## config.mk

```make
export PLATFORM = sky130hd
export DESIGN_NAME = adc_conv_seq
export DESIGN_NICKNAME = d
export VERILOG_FILES = /design/src/rtl/adc_seq_pkg.sv /design/src/rtl/adc_seq_timer.sv /design/src/rtl/adc_seq_result.sv /design/src/rtl/adc_seq_icr.sv /design/src/rtl/adc_conv_seq.sv
export SDC_FILE = /design/constraint.sdc
export NUM_CORES = 1
export LEC_CHECK = 0
export ABC_AREA = 1
export BUFFER_PORTS_ARGS = -buffer_cell sky130_fd_sc_hd__buf_4
export CAP_MARGIN = 15
export CORE_ASPECT_RATIO = 1.1
export CORE_UTILIZATION = 31
export CTS_CLUSTER_DIAMETER = 150
export CTS_CLUSTER_SIZE = 28
export DETAILED_ROUTE_END_ITERATION = 10
export PLACE_DENSITY = 0.56
export SYNTH_ARGS = -nofsm -noshare
export SYNTH_HDL_FRONTEND = slang
export SYNTH_SLANG_ARGS = --single-unit
```

## constraint.sdc

```tcl
create_clock -name clk -period 4.4 [get_ports clk]
set_clock_uncertainty 0.1 [all_clocks]
set_input_delay 0.44 -clock clk [delete_from_list [all_inputs] [get_ports clk]]
set_output_delay 0.44 -clock clk [all_outputs]
set_load 0.02 [all_outputs]
```

## src/rtl/adc_seq_pkg.sv

```systemverilog
// Package adc_seq_pkg
// Shared types, constants and the phase-length lookup of the conversion
// timing sequencer. Assumes that lengths never exceed 2**CNT_W - 1 cycles.
package adc_seq_pkg;

    localparam int CNT_W   = 11;   // wide enough for the longest phase (1600)
    localparam int CTL_W   = 8;    // interrupt control register width
    localparam int REQ_BIT = 7;    // request flag position
    localparam int NUM_ICR = 2;    // end-of-conversion, error/injection

    typedef enum logic [1:0] {
        PH_IDLE,
        PH_SAMPLE,
        PH_COMPARE,
        PH_EXTRA
    } phase_e;

    typedef struct packed {
        logic [CNT_W-1:0] smp;
        logic [CNT_W-1:0] cmp;
        logic [CNT_W-1:0] ext;
    } ph_len_t;

    // Phase lengths for a (conversion code, sample code) pair.
    // Sample and comparison scale by 1, 2 or 4 with the conversion code;
    // the transfer length follows no rule and is listed per entry.
    function automatic ph_len_t lookup_len(input logic [1:0] conv,
                                           input logic [1:0] smp);
        ph_len_t r;
        int      scale;
        int      s_base;
        int      c_base;
        int      ext;
        unique case (conv)
            2'b11:   scale = 2;
            2'b10:   scale = 4;
            default: scale = 1;   // 00 and reserved 01
        endcase
        unique case (smp)
            2'b00:   s_base = 120;
            2'b01:   s_base = 140;
            2'b10:   s_base = 200;
            default: s_base = 400;
        endcase
        c_base = (smp == 2'b00) ? 240 : 280;
        unique case ({scale[2:0], smp})
            {3'd2, 2'b00}: ext = 52;
            {3'd2, 2'b01}: ext = 28;
            {3'd2, 2'b10}: ext = 100;
            {3'd2, 2'b11}: ext = 52;
            {3'd4, 2'b00}: ext = 100;
            {3'd4, 2'b01}: ext = 52;
            {3'd4, 2'b10}: ext = 196;
            {3'd4, 2'b11}: ext = 164;
            {3'd1, 2'b00}: ext = 28;
            {3'd1, 2'b01}: ext = 16;
            {3'd1, 2'b10}: ext = 52;
            default:       ext = 44;
        endcase
        r.smp = CNT_W'(s_base * scale);
        r.cmp = CNT_W'(c_base * scale);
        r.ext = CNT_W'(ext);
        return r;
    endfunction

endpackage

```

## src/rtl/adc_seq_timer.sv

```systemverilog
// Module adc_seq_timer
// Phase state machine and down-counter. Launches a cycle from idle or
// straight after the last transfer cycle, gives a held inject request
// priority, and latches the phase lengths at launch.
// Assumes start_i/inject_i are synchronous to clk.
module adc_seq_timer
    import adc_seq_pkg::*;
(
    input  logic       clk,
    input  logic       rst_n,
    input  logic       start_i,
    input  logic       inject_i,
    input  logic [1:0] conv_code_i,
    input  logic [1:0] samp_code_i,
    output phase_e     phase_o,
    output logic       inj_o,
    output logic       cap_o,
    output logic       done_o,
    output logic       done_inj_o
);

    phase_e           ph_q;
    logic [CNT_W-1:0] cnt_q;
    logic [CNT_W-1:0] cmp_len_q;
    logic [CNT_W-1:0] ext_len_q;
    logic             cur_inj_q;
    logic             inj_pend_q;

    ph_len_t          len_sel;
    logic             last_cyc;
    logic             done;
    logic             can_launch;
    logic             want_inj;
    logic             launch_inj;
    logic             launch_std;

    // Launch decision and end-of-phase detection.
    always_comb begin
        len_sel    = lookup_len(conv_code_i, samp_code_i);
        last_cyc   = (cnt_q == '0);
        done       = (ph_q == PH_EXTRA) && last_cyc;
        can_launch = (ph_q == PH_IDLE) || done;
        want_inj   = inj_pend_q || inject_i;
        launch_inj = can_launch && want_inj;
        launch_std = (ph_q == PH_IDLE) && start_i && !want_inj;
    end

    // Phase sequencing and cycle counting.
    always_ff @(posedge clk) begin
        if (!rst_n) begin
            ph_q      <= PH_IDLE;
            cnt_q     <= '0;
            cmp_len_q <= '0;
            ext_len_q <= '0;
            cur_inj_q <= 1'b0;
        end else if (launch_inj || launch_std) begin
            ph_q      <= PH_SAMPLE;
            cnt_q     <= len_sel.smp - CNT_W'(1);
            cmp_len_q <= len_sel.cmp;
            ext_len_q <= len_sel.ext;
            cur_inj_q <= launch_inj;
        end else begin
            unique case (ph_q)
                PH_SAMPLE: begin
                    if (last_cyc) begin
                        ph_q  <= PH_COMPARE;
                        cnt_q <= cmp_len_q - CNT_W'(1);
                    end else begin
                        cnt_q <= cnt_q - CNT_W'(1);
                    end
                end
                PH_COMPARE: begin
                    if (last_cyc) begin
                        ph_q  <= PH_EXTRA;
                        cnt_q <= ext_len_q - CNT_W'(1);
                    end else begin
                        cnt_q <= cnt_q - CNT_W'(1);
                    end
                end
                PH_EXTRA: begin
                    if (last_cyc) begin
                        ph_q      <= PH_IDLE;
                        cur_inj_q <= 1'b0;
                    end else begin
                        cnt_q <= cnt_q - CNT_W'(1);
                    end
                end
                default: ;
            endcase
        end
    end

    // Hold an inject request until it can be launched.
    always_ff @(posedge clk) begin
        if (!rst_n)          inj_pend_q <= 1'b0;
        else if (launch_inj) inj_pend_q <= 1'b0;
        else if (inject_i)   inj_pend_q <= 1'b1;
    end

    assign phase_o    = ph_q;
    assign inj_o      = cur_inj_q;
    assign cap_o      = (ph_q == PH_COMPARE) && last_cyc;
    assign done_o     = done;
    assign done_inj_o = done && cur_inj_q;

endmodule

```

## src/rtl/adc_seq_result.sv

```systemverilog
// Module adc_seq_result
// Result path: holds the comparator value taken in the last comparison
// cycle, writes it to the standard or injected register at the end of the
// transfer phase, and tracks whether the standard result has been read.
// Assumes cap_i and done_i are single-cycle pulses from the timer.
module adc_seq_result #(
    parameter int RES_W = 10
) (
    input  logic             clk,
    input  logic             rst_n,
    input  logic             cap_i,
    input  logic             done_i,
    input  logic             done_inj_i,
    input  logic [RES_W-1:0] cmp_i,
    input  logic             rd_i,
    output logic [RES_W-1:0] std_res_o,
    output logic [RES_W-1:0] inj_res_o,
    output logic             overrun_o
);

    logic [RES_W-1:0] hold_q;
    logic             unread_q;
    logic             std_store;

    assign std_store = done_i && !done_inj_i;

    // Capture and store of conversion values.
    always_ff @(posedge clk) begin
        if (!rst_n) begin
            hold_q    <= '0;
            std_res_o <= '0;
            inj_res_o <= '0;
        end else begin
            if (cap_i)      hold_q    <= cmp_i;
            if (std_store)  std_res_o <= hold_q;
            if (done_inj_i) inj_res_o <= hold_q;
        end
    end

    // Unread tracking of the standard result; a new store wins over a read.
    always_ff @(posedge clk) begin
        if (!rst_n)         unread_q <= 1'b0;
        else if (std_store) unread_q <= 1'b1;
        else if (rd_i)      unread_q <= 1'b0;
    end

    assign overrun_o = std_store && unread_q && !rd_i;

endmodule

```

## src/rtl/adc_seq_icr.sv

```systemverilog
// Module adc_seq_icr
// One interrupt control register: software loads the whole byte, hardware
// sets the request bit. Assumes the hardware set has priority on bit REQ_BIT.
module adc_seq_icr
    import adc_seq_pkg::*;
(
    input  logic             clk,
    input  logic             rst_n,
    input  logic             wr_i,
    input  logic [CTL_W-1:0] wdata_i,
    input  logic             set_i,
    output logic [CTL_W-1:0] ctl_o
);

    // Register update with request-set priority.
    always_ff @(posedge clk) begin
        if (!rst_n) begin
            ctl_o <= '0;
        end else begin
            if (wr_i)  ctl_o          <= wdata_i;
            if (set_i) ctl_o[REQ_BIT] <= 1'b1;
        end
    end

endmodule

```

## src/rtl/adc_conv_seq.sv

```systemverilog
// Module adc_conv_seq
// Top of the conversion timing sequencer: timer, result path and the two
// interrupt control registers (index 0 end-of-conversion, index 1
// error/injection). Assumes all inputs are synchronous to clk.
module adc_conv_seq
    import adc_seq_pkg::*;
#(
    parameter int RES_W = 10
) (
    input  logic               clk,
    input  logic               rst_n,
    input  logic               start_i,
    input  logic               inject_i,
    input  logic [1:0]         conv_code_i,
    input  logic [1:0]         samp_code_i,
    input  logic [RES_W-1:0]   cmp_result_i,
    input  logic               rd_strobe_i,
    input  logic [NUM_ICR-1:0] icr_wr_i,
    input  logic [CTL_W-1:0]   icr_wdata_i,
    output logic               sample_o,
    output logic               compare_o,
    output logic               transfer_o,
    output logic               injected_o,
    output logic [RES_W-1:0]   result_o,
    output logic [RES_W-1:0]   inj_result_o,
    output logic [CTL_W-1:0]   eoc_ctl_o,
    output logic [CTL_W-1:0]   err_ctl_o
);

    phase_e             phase;
    logic               inj_run;
    logic               cap;
    logic               done;
    logic               done_inj;
    logic               overrun;
    logic [NUM_ICR-1:0] set_req;
    logic [CTL_W-1:0]   ctl_w [NUM_ICR];

    adc_seq_timer u_timer (
        .clk         (clk),
        .rst_n       (rst_n),
        .start_i     (start_i),
        .inject_i    (inject_i),
        .conv_code_i (conv_code_i),
        .samp_code_i (samp_code_i),
        .phase_o     (phase),
        .inj_o       (inj_run),
        .cap_o       (cap),
        .done_o      (done),
        .done_inj_o  (done_inj)
    );

    adc_seq_result #(.RES_W(RES_W)) u_result (
        .clk        (clk),
        .rst_n      (rst_n),
        .cap_i      (cap),
        .done_i     (done),
        .done_inj_i (done_inj),
        .cmp_i      (cmp_result_i),
        .rd_i       (rd_strobe_i),
        .std_res_o  (result_o),
        .inj_res_o  (inj_result_o),
        .overrun_o  (overrun)
    );

    // Request sources: every end of conversion; overrun or injected store.
    assign set_req = {overrun || done_inj, done};

    for (genvar i = 0; i < NUM_ICR; i++) begin : g_icr
        adc_seq_icr u_icr (
            .clk     (clk),
            .rst_n   (rst_n),
            .wr_i    (icr_wr_i[i]),
            .wdata_i (icr_wdata_i),
            .set_i   (set_req[i]),
            .ctl_o   (ctl_w[i])
        );
    end

    assign eoc_ctl_o  = ctl_w[0];
    assign err_ctl_o  = ctl_w[1];
    assign sample_o   = (phase == PH_SAMPLE);
    assign compare_o  = (phase == PH_COMPARE);
    assign transfer_o = (phase == PH_EXTRA);
    assign injected_o = inj_run;

endmodule

```

# --- Yosys cells after proc, flatten, opt, wreduce, memory -nomap -nowiden ---
# Memories as Yosys holds them, arrays and structs flattened. A register that Yosys moved wholly into a read port is not among the register bits.
# Cells that the tools add are included.
op_classes:
  n_addsub: 4
  n_mul: 2
  div: 0
  magnitude_cmp: 0
  n_eq_ne: 14
  shift: 0
  mux: 22
  bitwise_logic: 1
  reduce_logical: 33
ops:
  columns: ["cell", "n"]
  rows:
  - ["$mux W11", 4]
  - ["$sub A11 B1 Y11 const B", 4]
  - ["$pmux W11 S3", 1]
  - ["$mul A32 B4 Y11", 1]
  - ["$pmux W9 S3", 1]
  - ["$mux W8", 2]
  - ["$logic_not A11 Y1", 1]
  - ["$mul A9 B3 Y11", 1]
  - ["$eq A2 B2 Y1 const B", 5]
  - ["$reduce_bool A2 Y1", 5]
  - ["$logic_and A1 B1 Y1", 9]
  - ["$mux W9", 1]
  - ["$ne A3 B1 Y1 const B", 3]
  - ["$mux W1", 8]
  - ["$reduce_and A4 Y1", 2]
  - ["$mux W2", 3]
  - ["$ne A2 B1 Y1 const B", 3]
  - ["$pmux W2 S3", 1]
  - ["$pmux W3 S2", 1]
  - ["$eq A2 B1 Y1 const B", 2]
  - ["$logic_not A1 Y1", 4]
  - ["$logic_not A2 Y1", 2]
  - ["$logic_or A1 B1 Y1", 4]
  - ["$reduce_and A2 Y1", 2]
  - ["other kinds (5)", 6]
word_totals:
  reg_bits: 84
  latch_bits: 0
  ramBits: 0
  mem_bits_ro: 192
  inputBits: 29
  output_inout_bits: 40
  word_cells: 92
  mem_count: 1
memory_table:
  columns: ["memory", "words", "width", "read_ports", "rd_clocked_by_memory_dff", "wr", "line", "source"]
  rows:
  - ["(name not given)", 32, 6, 1, 1, 0, "adc_seq_pkg.sv:46", "unique case ({scale[2:0], smp})"]

# --- Logic depth before layout (Yosys ltp) ---
logic_depth:
  ltp_word: 9
  ltp_mapped: 19

# --- Hierarchy ---
# Synthesis repeated with hierarchy kept, for this count alone.
unflattened:
  cells_unflattened: 743
  hier_area_um2: 5091.1
modules_own_cells:
  columns: ["mod", "instances", "cells_per_inst", "area_each_um2", "seq_area_each_um2"]
  rows:
  - ["adc_seq_timer", 1, 508, 3342.0, 580.6]
  - ["adc_seq_result", 1, 148, 1129.8, 620.6]
  - ["adc_seq_icr", 2, 39, 292.8, 160.2]
  - ["adc_conv_seq", 1, 9, 33.8, 0.0]

# --- Worst setup path before layout ---
# OpenSTA, ideal clock, no wires.
synth_timing:
  path_kind: "in2reg"
  from: "in samp_code_i[1]"
  to: "reg u_timer.cnt_q[7]"
  arrival_ps: 3037
  required_ps: 4191
  slack_ps: 1154
  cell_stages: 16
  cell_sequence: "inv_1 > ha_1 > inv_1 > nor2_1 > inv_1 > ha_1 > fa_1 > inv_1 > ha_1 > a21oi_1 > nand2_1 > or2_2 > nand3_1 > nand3_1 > nand2_1 > inv_1"
synth_between:
  elab_chain_cells: 5
  word_cells_on_any_way: 7
synth_lines:
  columns: ["item", "line", "source"]
  rows:
  - ["start: declaration", "adc_conv_seq.sv:15", "input logic [1:0] samp_code_i,"]
  - ["$eq A2 B2 Y1 (tied with other cells)", "adc_seq_pkg.sv:39", "unique case (smp)"]
  - ["$pmux W9 S3 (*)", "adc_seq_pkg.sv:39", null]
  - ["$mul A9 B3 Y11 (*)", "adc_seq_pkg.sv:60", "r.smp = CNT_W'(s_base * scale);"]
  - ["$sub A11 B1 Y11 (*)", "adc_seq_timer.sv:58", "cnt_q <= len_sel.smp - CNT_W'(1);"]
  - ["$mux W11 (*)", "adc_seq_timer.sv:56", "end else if (launch_inj || launch_std) begin"]
  - ["end signal: assignment", "adc_seq_timer.sv:58", null]
  - ["end signal: assignment", "adc_seq_timer.sv:67", "cnt_q <= cmp_len_q - CNT_W'(1);"]
  - ["end signal: assignment", "adc_seq_timer.sv:69", "cnt_q <= cnt_q - CNT_W'(1);"]
  - ["end: declaration", "adc_seq_timer.sv:23", "logic [CNT_W-1:0] cnt_q;"]
# Mark *: on every way between the ends. The rest lies on a longest branch, timed or not.
# A chain may end at the register's enable or synchronous reset.

# --- Final worst setup path ---
# Ends and elaborated chain as after synthesis.

==> impl_metrics.tcl <==
set metrics [dict create \
    dr.pass1.iters 5 \
    die_h_um 132 \
    gp_congestion 0.862 \
    final-hold-violation-count 0 \
    wl_um 11800 \
    tightest_slew_ns 0.894 \
    synth_nets 754 \
    cap_violations 0 \
    grt_pass1_wl_um 19400 \
    nNetsFinal 813 \
    cp-start-kind "primary input" \
    antenna_left 0 \
    grt_max_degree 67 \
    wl_per_cell_um 12.6 \
    area_delta_synth_final_pct 20.4 \
    grt_overflow 0 \
    arrival_ns 3.45 \
    synthCells 674 \
    ir_drop_uv 175 \
    tns_ns 0 \
    clk_pin_slew_ns 0.06 \
    cts-resized-gates 0 \
    cp_num_buf_inv 6 \
    slowest_delay_ns 0.55 \
    yosys_warnings 0 \
    worstPathMaxFanout 7 \
    crit_path_end_kind "flip-flop" \
    cts.sinks 76 \
    syn-cell-area_um2 4760 \
    dp_slack_ns 0.733 \
    cts_setup_buffers 0 \
    relSlewSlack_pct 40.1 \
    drt-initial-drc-count 314 \
    initial_core_util_pct 31.7 \
    die-area_um2 15800 \
    r2r_start "u_timer.cnt_q[0]" \
    total_power_mw 2.79 \
    worstSetupPathType "primary input to flip-flop" \
    critPathTopFamily "adder cells" \
    fin_ws_ns 1.08 \
    die_w_um 120 \
    worstPathRequired_ns 4.54 \
    postSynthAreaPerCell_um2 7.06 \
    setup_violations 0 \
    rsz0062_at_grt "false" \
    synth_compound_area_share_pct 15.1 \
    grt_util_all_layers_pct 15.3 \
    diodes 0 \
    max_freq_mhz 301 \
    placement_rows 47 \
    viasPerCell 4.61 \
    crit_top_cell "inv_1" \
    cts_root_buffer "clkbuf_16" \
    synth-seq-area-share_pct 32.0 \
    post-route-period-util_pct 75.4 \
    multiInputGateArea_um2 2720 \
    hp-start "cmp_result_i[1]" \
    cts_max_level 3 \
    outcome "finished, final reports clean" \
    clock_latency_ns 0.34 \
    antenna_found_initial 0 \
    grt_pass1_vias 4066 \
    cts_tree "built" \
    synth_cell_type_count 41 \
    synth_top_family_by_area "simple AND/OR/NAND/NOR gates" \
    synth_edf_count 0 \
    drive_gt1_share_pct 14.0 \
    fill_cells 1659 \
    async_flop_share_pct 0 \
    worst_path_max_delay_cell "fa_1" \
    place_hpwl_um 8880 \
    path_cells "buf_4 -> inv_1 -> ha_1 -> inv_1 -> nor2_1 -> inv_1 -> ha_1 -> fa_1 -> inv_1 -> ha_1 -> a21oi_1 -> nand2_1 -> or2_2 -> nand3_1 -> nand3_1 -> nand2_1 -> inv_1" \
    cts.path.max_buffers 2 \
    yosys.area_share.simple_pct 24.5 \
    coreArea_um2 15000 \
    maxSlewViolCount 0 \
    setup.worst_path.start "samp_code_i[1]" \
    period_minus_slack_ns 3.32 \
    muxShareOfSynthArea_pct 0.210 \
    area.sequential_um2 1520 \
    hold_path.class "primary input to flip-flop" \
    portBuffers 68 \
    cts_buffers 9 \
    pin_count 69 \
    synth_xor_area_share_pct 3.13 \
    ys_ff_latch 76 \
    vias 4310 \
    drc 0 \
    postCtsHoldBufs 0 \
    p_leak_nw 2.74 \
    synthFlopType "dfxtp_1" \
    synthAdderAreaFrac_pct 14.4 \
    p_per_area_nw_per_um2 488 \
]
## per-stage QoR
step / util [%] / instance area [um2] / hold slack [ns] / instances
2_1_floorplan: - / 4760 / 0.343 / 674
3_3_place_gp: 36.0 / 5400 / 0.335 / 918
3_5_place_dp: 36.0 / 5400 / 0.339 / 918
4_1_cts: 38.2 / 5730 / 0.215 / 934
5_1_grt: 38.2 / 5730 / 0.229 / 934
6_report: 38.2 / 5730 / 0.220 / 934
## sequential cells by signal, indices dropped and copies added (netlist names)
name                count
g_icr.u_icr.ctl_o      16
u_timer.cnt_q          11
u_result.hold_q        10
u_result.inj_res_o     10
u_result.std_res_o     10
u_timer.cmp_len_q       8
u_timer.ext_len_q       6
u_timer.phase_o         2
u_result.unread_q       1
u_timer.inj_o           1
u_timer.inj_pend_q      1
## per-layer routing
metal | global-route usage, % | share of wire (%) | vias to the layer above
met5 | 0 | 0 | -
met4 | 6.53 | 1.6 | 0
met3 | 2.03 | 5.0 | 11
met2 | 25.5 | 47 | 96
met1 | 19.7 | 47 | 1912
li1 | - | - | 2291
## final timing paths
| check | to | slack (ns) | cells past startpoint |
|---|---|---|---|
| worst min register to register | u_result.std_res_o[7] | 0.35 | 2 |
| worst max-delay path | u_timer.cnt_q[7] | 1.08 | 17 |
| worst min-delay path | u_result.hold_q[1] | 0.22 | 3 |
| worst max register to register | u_result.inj_res_o[4] | 1.73 | 9 |
## cells by family (layout without fill, tap and decap cells)
logic type | after synthesis | in the layout
buffers and inverters | 126 | 190
multiplexers | 1 | 1
adder cells (fa/ha/maj) | 51 | 51
XOR/XNOR | 17 | 17
flip-flops | 76 | 76
AO/OA/AOI/OAI | 134 | 134
AND/OR/NAND/NOR | 269 | 269
## synth_stat cells, types with 3 or more instances
library cell | n | area [um2]
inv_1 | 103 | 387
nand2_1 | 101 | 379
nor2_1 | 95 | 357
dfxtp_1 | 76 | 1520
o21ai_0 | 62 | 310
ha_1 | 45 | 563
a21oi_1 | 44 | 220
nand3_1 | 40 | 200
clkbuf_1 | 10 | 37.5
o21ai_1 | 10 | 50.1
xor2_1 | 10 | 87.6
xnor2_1 | 7 | 61.3
buf_2 | 6 | 30.0
fa_1 | 6 | 120
nor2_2 | 6 | 37.5
a31oi_1 | 5 | 31.3
nand4_1 | 5 | 31.3
nor3_1 | 5 | 25.0
buf_6 | 4 | 45.0
nand2_2 | 4 | 25.0
o22ai_1 | 3 | 18.8
or2_2 | 3 | 18.8
## layout by cell type (no fill, tap or decap), types with 2 or more instances in the layout
master / instances
nor3_1: 5
nand3b_1: 2
o21bai_1: 2
o22ai_1: 3
nand2_1: 101
clkinv_1: 2
xor2_1: 10
a22oi_1: 2
dfxtp_1: 76
nand2_2: 4
nor2_1: 95
clkbuf_16: 9
nand4_1: 5
bufinv_16: 2
ha_1: 45
xnor2_1: 7
nor2_2: 6
o21ai_1: 10
a21oi_1: 44
a21o_1: 2
nand3_1: 40
buf_4: 68
o21ai_0: 62
inv_1: 103
a31oi_1: 5
or2_2: 3
fa_1: 6
clkinvlp_4: 2
## final cells by class
| cell class | instances | share of cell area [%] |
|---|---|---|
| clock buffers | 11 | 4.24 |
| clock inverters | 5 | 1.46 |
| inverters | 106 | 6.95 |
| multi-input cells | 472 | 47.6 |
| flip-flops and latches | 76 | 26.6 |
| well taps | 196 | 4.28 |
| repair buffers | 68 | 8.92 |
## report_power, final
group / internal, mW / total, mW / switching, mW
Clock: 0.514 / 0.810 / 0.296
Sequential: 0.788 / 0.879 / 0.0903
Combinational: 0.403 / 1.10 / 0.699
## worst reg2reg max path, cell delays in order (launching register included)
cell and delay (ns):
dfxtp_1 0.31, inv_1 0.09, ha_1 0.23, nand3_2 0.14
nor3_2 0.61, nand2_2 0.21, inv_1 0.12, nand2_1 0.36
o21ai_0 0.32, a21oi_1 0.06
Power figures use the tool's default switching activity.
